$ cat src/rtl/tlc_pkg.sv
package tlc_pkg;

  // Number of levels of a binary reduction over n leaves (at least one).
  function automatic int tree_levels(input int n);
    int d;
    d = 0;
    while ((1 << d) < n) d++;
    return (d == 0) ? 1 : d;
  endfunction

  // Bits needed for an unsigned value up to and including v.
  function automatic int bits_for(input int v);
    int d;
    d = 1;
    while ((1 << d) <= v) d++;
    return d;
  endfunction

endpackage

$ cat src/rtl/err_sum_tree.sv
module err_sum_tree
  import tlc_pkg::*;
#(
  parameter int P  = 4,
  parameter int EW = 8,
  parameter int SW = EW + tree_levels(P)
) (
  input  logic                 clk,
  input  logic                 rst_n,
  input  logic                 in_vld,
  input  logic [P*EW-1:0]      errs,
  output logic signed [SW-1:0] sum_q,
  output logic                 vld_q
);

  localparam int LV = tree_levels(P);
  localparam int PP = 1 << LV;

  logic signed [SW-1:0] leaf [P];
  logic signed [SW-1:0] sum_c;
  logic signed [SW-1:0] sum_d;

  // Sign-extend each lane error to the sum width.
  for (genvar i = 0; i < P; i++) begin : g_leaf
    assign leaf[i] = {{(SW-EW){errs[i*EW+EW-1]}}, errs[i*EW +: EW]};
  end

  // Balanced pairwise reduction over a zero-padded power-of-two set.
  always_comb begin
    logic signed [SW-1:0] t [PP];
    for (int k = 0; k < PP; k++) begin
      t[k] = (k < P) ? leaf[k] : '0;
    end
    for (int s = PP / 2; s > 0; s = s / 2) begin
      for (int k = 0; k < s; k++) begin
        t[k] = t[2*k] + t[2*k+1];
      end
    end
    sum_c = t[0];
  end

  assign sum_d = in_vld ? sum_c : sum_q;

  always_ff @(posedge clk or negedge rst_n) begin
    if (!rst_n) begin
      sum_q <= '0;
      vld_q <= 1'b0;
    end else begin
      sum_q <= sum_d;
      vld_q <= in_vld;
    end
  end

endmodule

$ cat src/rtl/pi_filter.sv
module pi_filter #(
  parameter int SW    = 10,
  parameter int CW    = 9,
  parameter int KP_SH = 2,
  parameter int KI_SH = 6
) (
  input  logic                 clk,
  input  logic                 rst_n,
  input  logic                 vld,
  input  logic signed [SW-1:0] sum,
  output logic signed [CW-1:0] w_c,
  output logic signed [CW-1:0] ctrl_q
);

  localparam int AW = ((SW > CW) ? SW : CW) + 2;
  localparam logic signed [AW-1:0] MAXV = AW'((64'sd1 <<< (CW-1)) - 64'sd1);
  localparam logic signed [AW-1:0] MINV = ~MAXV;

  logic signed [CW-1:0] integ_q;
  logic signed [CW-1:0] integ_d;
  logic signed [CW-1:0] integ_new;
  logic signed [CW-1:0] ctrl_d;
  logic signed [AW-1:0] sum_x;
  logic signed [AW-1:0] prop;
  logic signed [AW-1:0] ki;
  logic signed [AW-1:0] acc;
  logic signed [AW-1:0] w_raw;

  function automatic logic signed [CW-1:0] clip(input logic signed [AW-1:0] v);
    if (v > MAXV)      return MAXV[CW-1:0];
    else if (v < MINV) return MINV[CW-1:0];
    else               return v[CW-1:0];
  endfunction

  always_comb begin
    sum_x     = AW'(sum);
    prop      = sum_x >>> KP_SH;
    ki        = sum_x >>> KI_SH;
    acc       = AW'(integ_q) + ki;
    integ_new = clip(acc);
    w_raw     = prop + AW'(integ_new);
    w_c       = clip(w_raw);
    integ_d   = vld ? integ_new : integ_q;
    ctrl_d    = vld ? w_c : ctrl_q;
  end

  always_ff @(posedge clk or negedge rst_n) begin
    if (!rst_n) begin
      integ_q <= '0;
      ctrl_q  <= '0;
    end else begin
      integ_q <= integ_d;
      ctrl_q  <= ctrl_d;
    end
  end

endmodule

$ cat src/rtl/nco_chain.sv
module nco_chain
  import tlc_pkg::*;
#(
  parameter int P    = 4,
  parameter int MUW  = 8,
  parameter int CW   = MUW + 1,
  parameter int N    = 1,
  parameter int IDXW = 8
) (
  input  logic                 clk,
  input  logic                 rst_n,
  input  logic                 vld,
  input  logic signed [CW-1:0] w,
  output logic [P*IDXW-1:0]    base_flat,
  output logic [P*MUW-1:0]     frac_flat,
  output logic                 out_vld
);

  localparam int ST1 = MUW + bits_for(N + 2) + 1;
  localparam int AVW = ST1 - MUW;
  localparam logic signed [ST1-1:0] NBASE = ST1'(N) <<< MUW;
  localparam logic [IDXW-1:0] WORD = IDXW'(P * N);

  logic [IDXW-1:0] carry_b_q, carry_b_d;
  logic [MUW-1:0]  carry_m_q, carry_m_d;
  logic [IDXW-1:0] lane_b [P];
  logic [MUW-1:0]  lane_m [P];
  logic [IDXW-1:0] base_q [P];
  logic [MUW-1:0]  frac_q [P];
  logic [IDXW-1:0] base_d [P];
  logic [MUW-1:0]  frac_d [P];

  // Chained per-lane advance: integer part from the high bits of the
  // step, next fraction from the low bits; no overflow comparison.
  always_comb begin
    logic [IDXW-1:0]      b;
    logic [MUW-1:0]       m;
    logic signed [ST1-1:0] wx;
    logic signed [ST1-1:0] mx;
    logic signed [ST1-1:0] st;
    logic [AVW-1:0]       adv;
    b  = carry_b_q;
    m  = carry_m_q;
    wx = ST1'(w);
    for (int i = 0; i < P; i++) begin
      lane_b[i] = b;
      lane_m[i] = m;
      mx  = ST1'({1'b0, m});
      st  = NBASE + wx + mx;
      adv = st[ST1-1:MUW];
      m   = st[MUW-1:0];
      b   = b + IDXW'(adv);
    end
    carry_b_d = vld ? (b - WORD) : carry_b_q;
    carry_m_d = vld ? m : carry_m_q;
    for (int i = 0; i < P; i++) begin
      base_d[i] = vld ? lane_b[i] : base_q[i];
      frac_d[i] = vld ? lane_m[i] : frac_q[i];
    end
  end

  always_ff @(posedge clk or negedge rst_n) begin
    if (!rst_n) begin
      carry_b_q <= '0;
      carry_m_q <= '0;
      out_vld   <= 1'b0;
      for (int i = 0; i < P; i++) begin
        base_q[i] <= '0;
        frac_q[i] <= '0;
      end
    end else begin
      carry_b_q <= carry_b_d;
      carry_m_q <= carry_m_d;
      out_vld   <= vld;
      for (int i = 0; i < P; i++) begin
        base_q[i] <= base_d[i];
        frac_q[i] <= frac_d[i];
      end
    end
  end

  for (genvar i = 0; i < P; i++) begin : g_pack
    assign base_flat[i*IDXW +: IDXW] = base_q[i];
    assign frac_flat[i*MUW +: MUW]   = frac_q[i];
  end

endmodule

$ cat src/rtl/timing_loop_ctrl.sv
module timing_loop_ctrl
  import tlc_pkg::*;
#(
  parameter int P     = 4,
  parameter int EW    = 8,
  parameter int MUW   = 8,
  parameter int N     = 1,
  parameter int IDXW  = 8,
  parameter int KP_SH = 2,
  parameter int KI_SH = 6,
  localparam int CW   = MUW + 1
) (
  input  logic              clk,
  input  logic              rst_n,
  input  logic              err_valid,
  input  logic [P*EW-1:0]   err_bus,
  output logic              out_valid,
  output logic [P*IDXW-1:0] base_idx,
  output logic [P*MUW-1:0]  frac,
  output logic [CW-1:0]     ctrl_word
);

  localparam int SW = EW + tree_levels(P);

  logic signed [SW-1:0] sum_q;
  logic                 sum_vld;
  logic signed [CW-1:0] w_c;
  logic signed [CW-1:0] ctrl_q;

  err_sum_tree #(.P(P), .EW(EW), .SW(SW)) u_sum (
    .clk    (clk),
    .rst_n  (rst_n),
    .in_vld (err_valid),
    .errs   (err_bus),
    .sum_q  (sum_q),
    .vld_q  (sum_vld)
  );

  pi_filter #(.SW(SW), .CW(CW), .KP_SH(KP_SH), .KI_SH(KI_SH)) u_pi (
    .clk    (clk),
    .rst_n  (rst_n),
    .vld    (sum_vld),
    .sum    (sum_q),
    .w_c    (w_c),
    .ctrl_q (ctrl_q)
  );

  nco_chain #(.P(P), .MUW(MUW), .CW(CW), .N(N), .IDXW(IDXW)) u_nco (
    .clk       (clk),
    .rst_n     (rst_n),
    .vld       (sum_vld),
    .w         (w_c),
    .base_flat (base_idx),
    .frac_flat (frac),
    .out_vld   (out_valid)
  );

  assign ctrl_word = ctrl_q;

endmodule

$ cat config.mk
export PLATFORM = sky130hd
export DESIGN_NAME = timing_loop_ctrl
export DESIGN_NICKNAME = d
export VERILOG_FILES = /design/src/rtl/tlc_pkg.sv /design/src/rtl/err_sum_tree.sv /design/src/rtl/pi_filter.sv /design/src/rtl/nco_chain.sv /design/src/rtl/timing_loop_ctrl.sv
export SDC_FILE = /design/constraint.sdc
export NUM_CORES = 1
export LEC_CHECK = 0
export ABC_AREA = 0
export CAP_MARGIN = 20
export CELL_PAD_IN_SITES_DETAIL_PLACEMENT = 0
export CELL_PAD_IN_SITES_GLOBAL_PLACEMENT = 1
export CORE_MARGIN = 1
export CORE_UTILIZATION = 25
export CTS_CLUSTER_SIZE = 25
export DETAILED_ROUTE_END_ITERATION = 7
export HOLD_SLACK_MARGIN = 0.12
export MAX_ROUTING_LAYER = met4
export PLACE_DENSITY_LB_ADDON = 0.1
export SYNTH_ARGS = -nofsm -noshare
export SYNTH_HDL_FRONTEND = slang
export SYNTH_SLANG_ARGS = --single-unit
$ cat constraint.sdc
create_clock -name clk -period 21 [get_ports clk]
set_input_delay 5.25 -clock clk [delete_from_list [all_inputs] [get_ports clk]]
set_output_delay 5.25 -clock clk [all_outputs]
set_load 0.05 [all_outputs]
== Word-level counts from Yosys, hierarchy flattened ==
Cells that the tools add are included.
Word-level totals
  register bits: 110
  bits in latches: 0
  bits in writable memories: 0
  memory bits (read-only): 0
  bits of input ports: 35
  memories: 0
Operators by class
  add/sub/neg operators: 15
  $mul: 0
  div/mod/pow operators: 0
  $lt $le $gt $ge: 4
  equal/unequal tests: 0
  shift operators: 0
  multiplexer cells: 4
  bitwise logic cells: 0
  reduce and logical (&&, ||, !) cells: 0
Operators by type and width (count)
  adder 11 x 9 -> 11 bit: 4
  2-to-1 mux 9 bit: 4
  adder 8 x 3 -> 8 bit: 4
  > comparator 12 x 9 -> 1 bit, second input constant: 2
  < comparator 12 x 9 -> 1 bit, second input constant: 2
  adder 8 x 8 -> 9 bit: 2
  adder 10 x 9 -> 11 bit, first input constant: 1
  adder 10 bit: 1
  adder 8 x 9 -> 10 bit: 1
  adder 9 x 4 -> 10 bit: 1
  subtractor 8 x 3 -> 8 bit, second input constant: 1

== Depth between registers and ports, before layout ==
  word-level depth: 15
  depth in mapped cells: 50
  mapped depth without buffers: 49

== Hierarchy ==
Synthesis repeated with hierarchy kept, for this count alone.
Unflattened totals
  cells, all modules: 728
  area, all modules: 7772.5 um^2
By module, submodules not included
  nco_chain: times used 1, cells an instance 437, area an instance 4909.7 um^2
  pi_filter: times used 1, cells an instance 168, area an instance 1640.3 um^2
  err_sum_tree: times used 1, cells an instance 123, area an instance 1222.4 um^2

== Least setup slack after synthesis ==
Ideal clock, no wire load.
  kind: flip-flop to flip-flop
  start point: register u_sum.sum_q[6]
  end point: register u_nco.carry_b_q[6]
  library setup time: 125 ps
  arrival time: 9652 ps
  setup slack: 11224 ps
  cell stages (with the launch flop): 50
  period minus slack after synthesis: 9776 ps
  cells stage by stage: dfrtp_1 > ha_1 > fa_1 > a21o_1 > a21oi_1 > o21bai_1 > a2111oi_0 > nor3_1 > xnor2_1 > nor2_1 > nor2_1 > ha_1 > inv_1 > fa_1 > nor2b_1 > o21ai_0 > a21boi_0 > o21ai_0 > [14 not listed] > nor2_1 > nor2_1 > o21bai_1 > a21oi_1 > o21bai_1 > a21oi_1 > xnor2_1 > ha_1 > inv_1 > fa_1 > xor2_1 > inv_1 > ha_1 > a21oi_1 > or3_1 > o22ai_1 > xor2_1 > mux2_2
RTL lines
  start: declaration: line err_sum_tree.sv:12  | output logic signed [SW-1:0] sum_q,
  start signal: assignment: line err_sum_tree.sv:49  | sum_q <= sum_d;
  end signal: assignment: line nco_chain.sv:72  | carry_b_q <= carry_b_d;
  end: declaration: line nco_chain.sv:24  | logic [IDXW-1:0] carry_b_q, carry_b_d;

==> qor.yml <==
async_reset_ff_share_pct: 100
path_clk_slew_ps: 80
worst_pin_slew_ps: 1010
min_path_type: "flip-flop to flip-flop"
min_period_over_period_pct: 52.6
timing_worst_setup_path_type: "flip-flop to flip-flop"
drt_wl_total_um: 18400
clk_latency_ps: 350
antenna_cells: 0
use_met1_pct: 18.0
placementRows: 62
via_count: 5472
grt_usage_pct: 13.0
io_pins: 109
clockBufferDepth: 2
place_ws_ps: 9980
drv_slew: 0
grt_pass1_vias: 5787
drv_cap: 0
cts_tree: "done"
status: "complete, no violations"
cpMaxStageDelayCell: "o21bai_1"
cp-start-kind: "flip-flop"
synth_edf_count: 0
fin_worst_skew_ps: 9.21
firstDrtPassIters: 4
netlist_area_um2: 7480
die-area_um2: 30600
portBuffers: 108
layout_common_cells: "clkdlybuf4s50_1, dfrtp_1, ha_1, mux2_2"
ctsHoldBuffers: 0
critPathMaxStageDelay_ps: 660
wire_per_inst_um: 15.2
die_w_um: 175
timing.fmax_ghz: 0.0905
cts-root-buf: "clkbuf_16"
ys_ff_latch: 106
drtAntennaViolNets: 0
fp.coreArea_um2: 29100
ys_types: 53
layout.nets: 957
antenna_found_initial: 0
drive_gt1_share_pct: 12.8
cts_setup_buffers: 0
final_common_cell: "clkdlybuf4s50_1"
met2_usage_pct: 19.9
area_growth_pct: 24.2
dp_hpwl_um: 14400
initial_core_util_pct: 25.7
syn-instance-count: 723
grt_pass1_wl_um: 30600
placed_cell_area_um2: 8970
synth_warnings: 0
hold_viol_final: 0
cts.sink_count: 106
cts_inserted_buffers: 9
drc: 0
grt_busiest_layer: "met2"
synth.yosys.seq_area_share_pct: 35.5
crit_path_frequent_cell: "a21oi_1"
via_per_inst: 4.51
setup_viol: 0
finalSetupTns_ps: 0
crit_fanout: 8
fin_crit_ps: 11040
worstPathRequired_ps: 21240
finish.utilization_pct: 31.9
die_y_um: 175
syn_nets: 855
grt_setup_unrepaired: "no"
met3_usage_pct: 1.85
synth_ff_type: "dfrtp_1"
final_cell_area_um2: 9290
setup_ws_ps: 9960
routabilityCongestion: 0.785
worstPathArrival_ps: 11280
postSynthAreaPerCell_um2: 10.3
cts_resized: 0
grt_max_degree: 85
grt-ovfl-total: 0
htree_levels: 3
crit_path_end_kind: "flip-flop"
drt_iter0_markers: 180
maxSlewHeadroom_pct: 32.7
fillCellCount: 2974
==> worst max-delay path: cells and delay by family (launching register included) <==
family,cells,cell delay [ps]
compound gates,17,3570
xor+xnor,7,1720
fa+ha+maj,10,3310
buf+inv,4,490
flops,1,430
mux,1,270
simple gates,6,1150
==> worst paths after layout <==
check	slack, ps	cells past startpoint	startpoint	to
worst min register to register	510	1	u_nco.frac_flat[27]	u_nco.frac_flat[27]
worst max register to register	9960	45	u_sum.sum_q[6]	u_nco.carry_b_q[6]
worst max-delay path	9960	45	u_sum.sum_q[6]	u_nco.carry_b_q[6]
min in group asynchronous	4990	1	rst_n	u_nco.frac_flat[10]
worst min-delay path	510	1	u_nco.frac_flat[27]	u_nco.frac_flat[27]
max in group asynchronous	14810	2	rst_n	u_sum.vld_q
==> Yosys cell counts, drive strengths merged, types with 5 or more instances <==
master	n	area (um^2)
dfrtp	106	2650
ha	85	1060
mux2	74	833
a21oi	63	315
inv	63	236
xnor2	56	490
nor2	52	195
xor2	29	262
o21ai	24	124
o21bai	23	173
a21o	16	120
nand2	15	56.3
clkbuf	13	48.8
fa	12	240
nor2b	8	50.1
o22ai	8	50.1
buf	7	42.5
nor3	7	35.0
o21a	7	52.6
mux2i	6	60.1
or3	5	36.3
==> cell families (layout without fill, tap and decap cells) <==
family / after synthesis / in the layout / synth area share (%)
AND/OR/NAND/NOR: 108 / 108 / 6.91
adder cells (fa/ha/maj): 98 / 98 / 17.6
flip-flops: 106 / 106 / 35.5
AO/OA/AOI/OAI: 163 / 163 / 13.6
XOR/XNOR: 85 / 85 / 10.1
buffers and inverters: 83 / 189 / 4.38
multiplexers: 80 / 80 / 11.9
==> final cells by class <==
class | instances | area, um^2 | share of cell area, %
Tap cell | 384 | 480 | 5.17
Sequential cell | 106 | 2660 | 28.6
Timing Repair Buffer | 111 | 1100 | 11.9
Clock buffer | 9 | 225 | 2.43
Inverter | 63 | 236 | 2.55
Clock inverter | 6 | 91.3 | 0.984
Multi-Input combinational cell | 534 | 4500 | 48.4
==> state kept, by name, summed over array words and instances (netlist names) <==
| register | count |
|---|---|
| u_pi.integ_q | 9 |
| u_nco.base_flat | 32 |
| u_nco.carry_m_q | 8 |
| u_pi.ctrl_q | 9 |
| u_nco.out_vld | 1 |
| u_sum.sum_q | 8 |
| u_sum.vld_q | 1 |
| u_nco.frac_flat | 30 |
| u_nco.carry_b_q | 8 |
==> metal layers <==
layer | wire length, um | share of wire [%] | up-vias
li1 | - | - | 2716
met1 | 9400 | 51 | 2674
met2 | 8400 | 46 | 72
met3 | 469 | 2.5 | 10
met4 | 137 | 0.74 | 0
met5 | 0 | 0 | -
==> stage by stage <==
stage | hold slack, ps | std cells
3_3_place_gp | 491 | 1198
2_1_floorplan | 352 | 723
3_5_place_dp | 500 | 1198
4_1_cts | 517 | 1213
6_report | 511 | 1213
5_1_grt | 534 | 1213
Power is not shown: default switching activity piles up to over one toggle a cycle in this logic, so the estimate is an artifact.
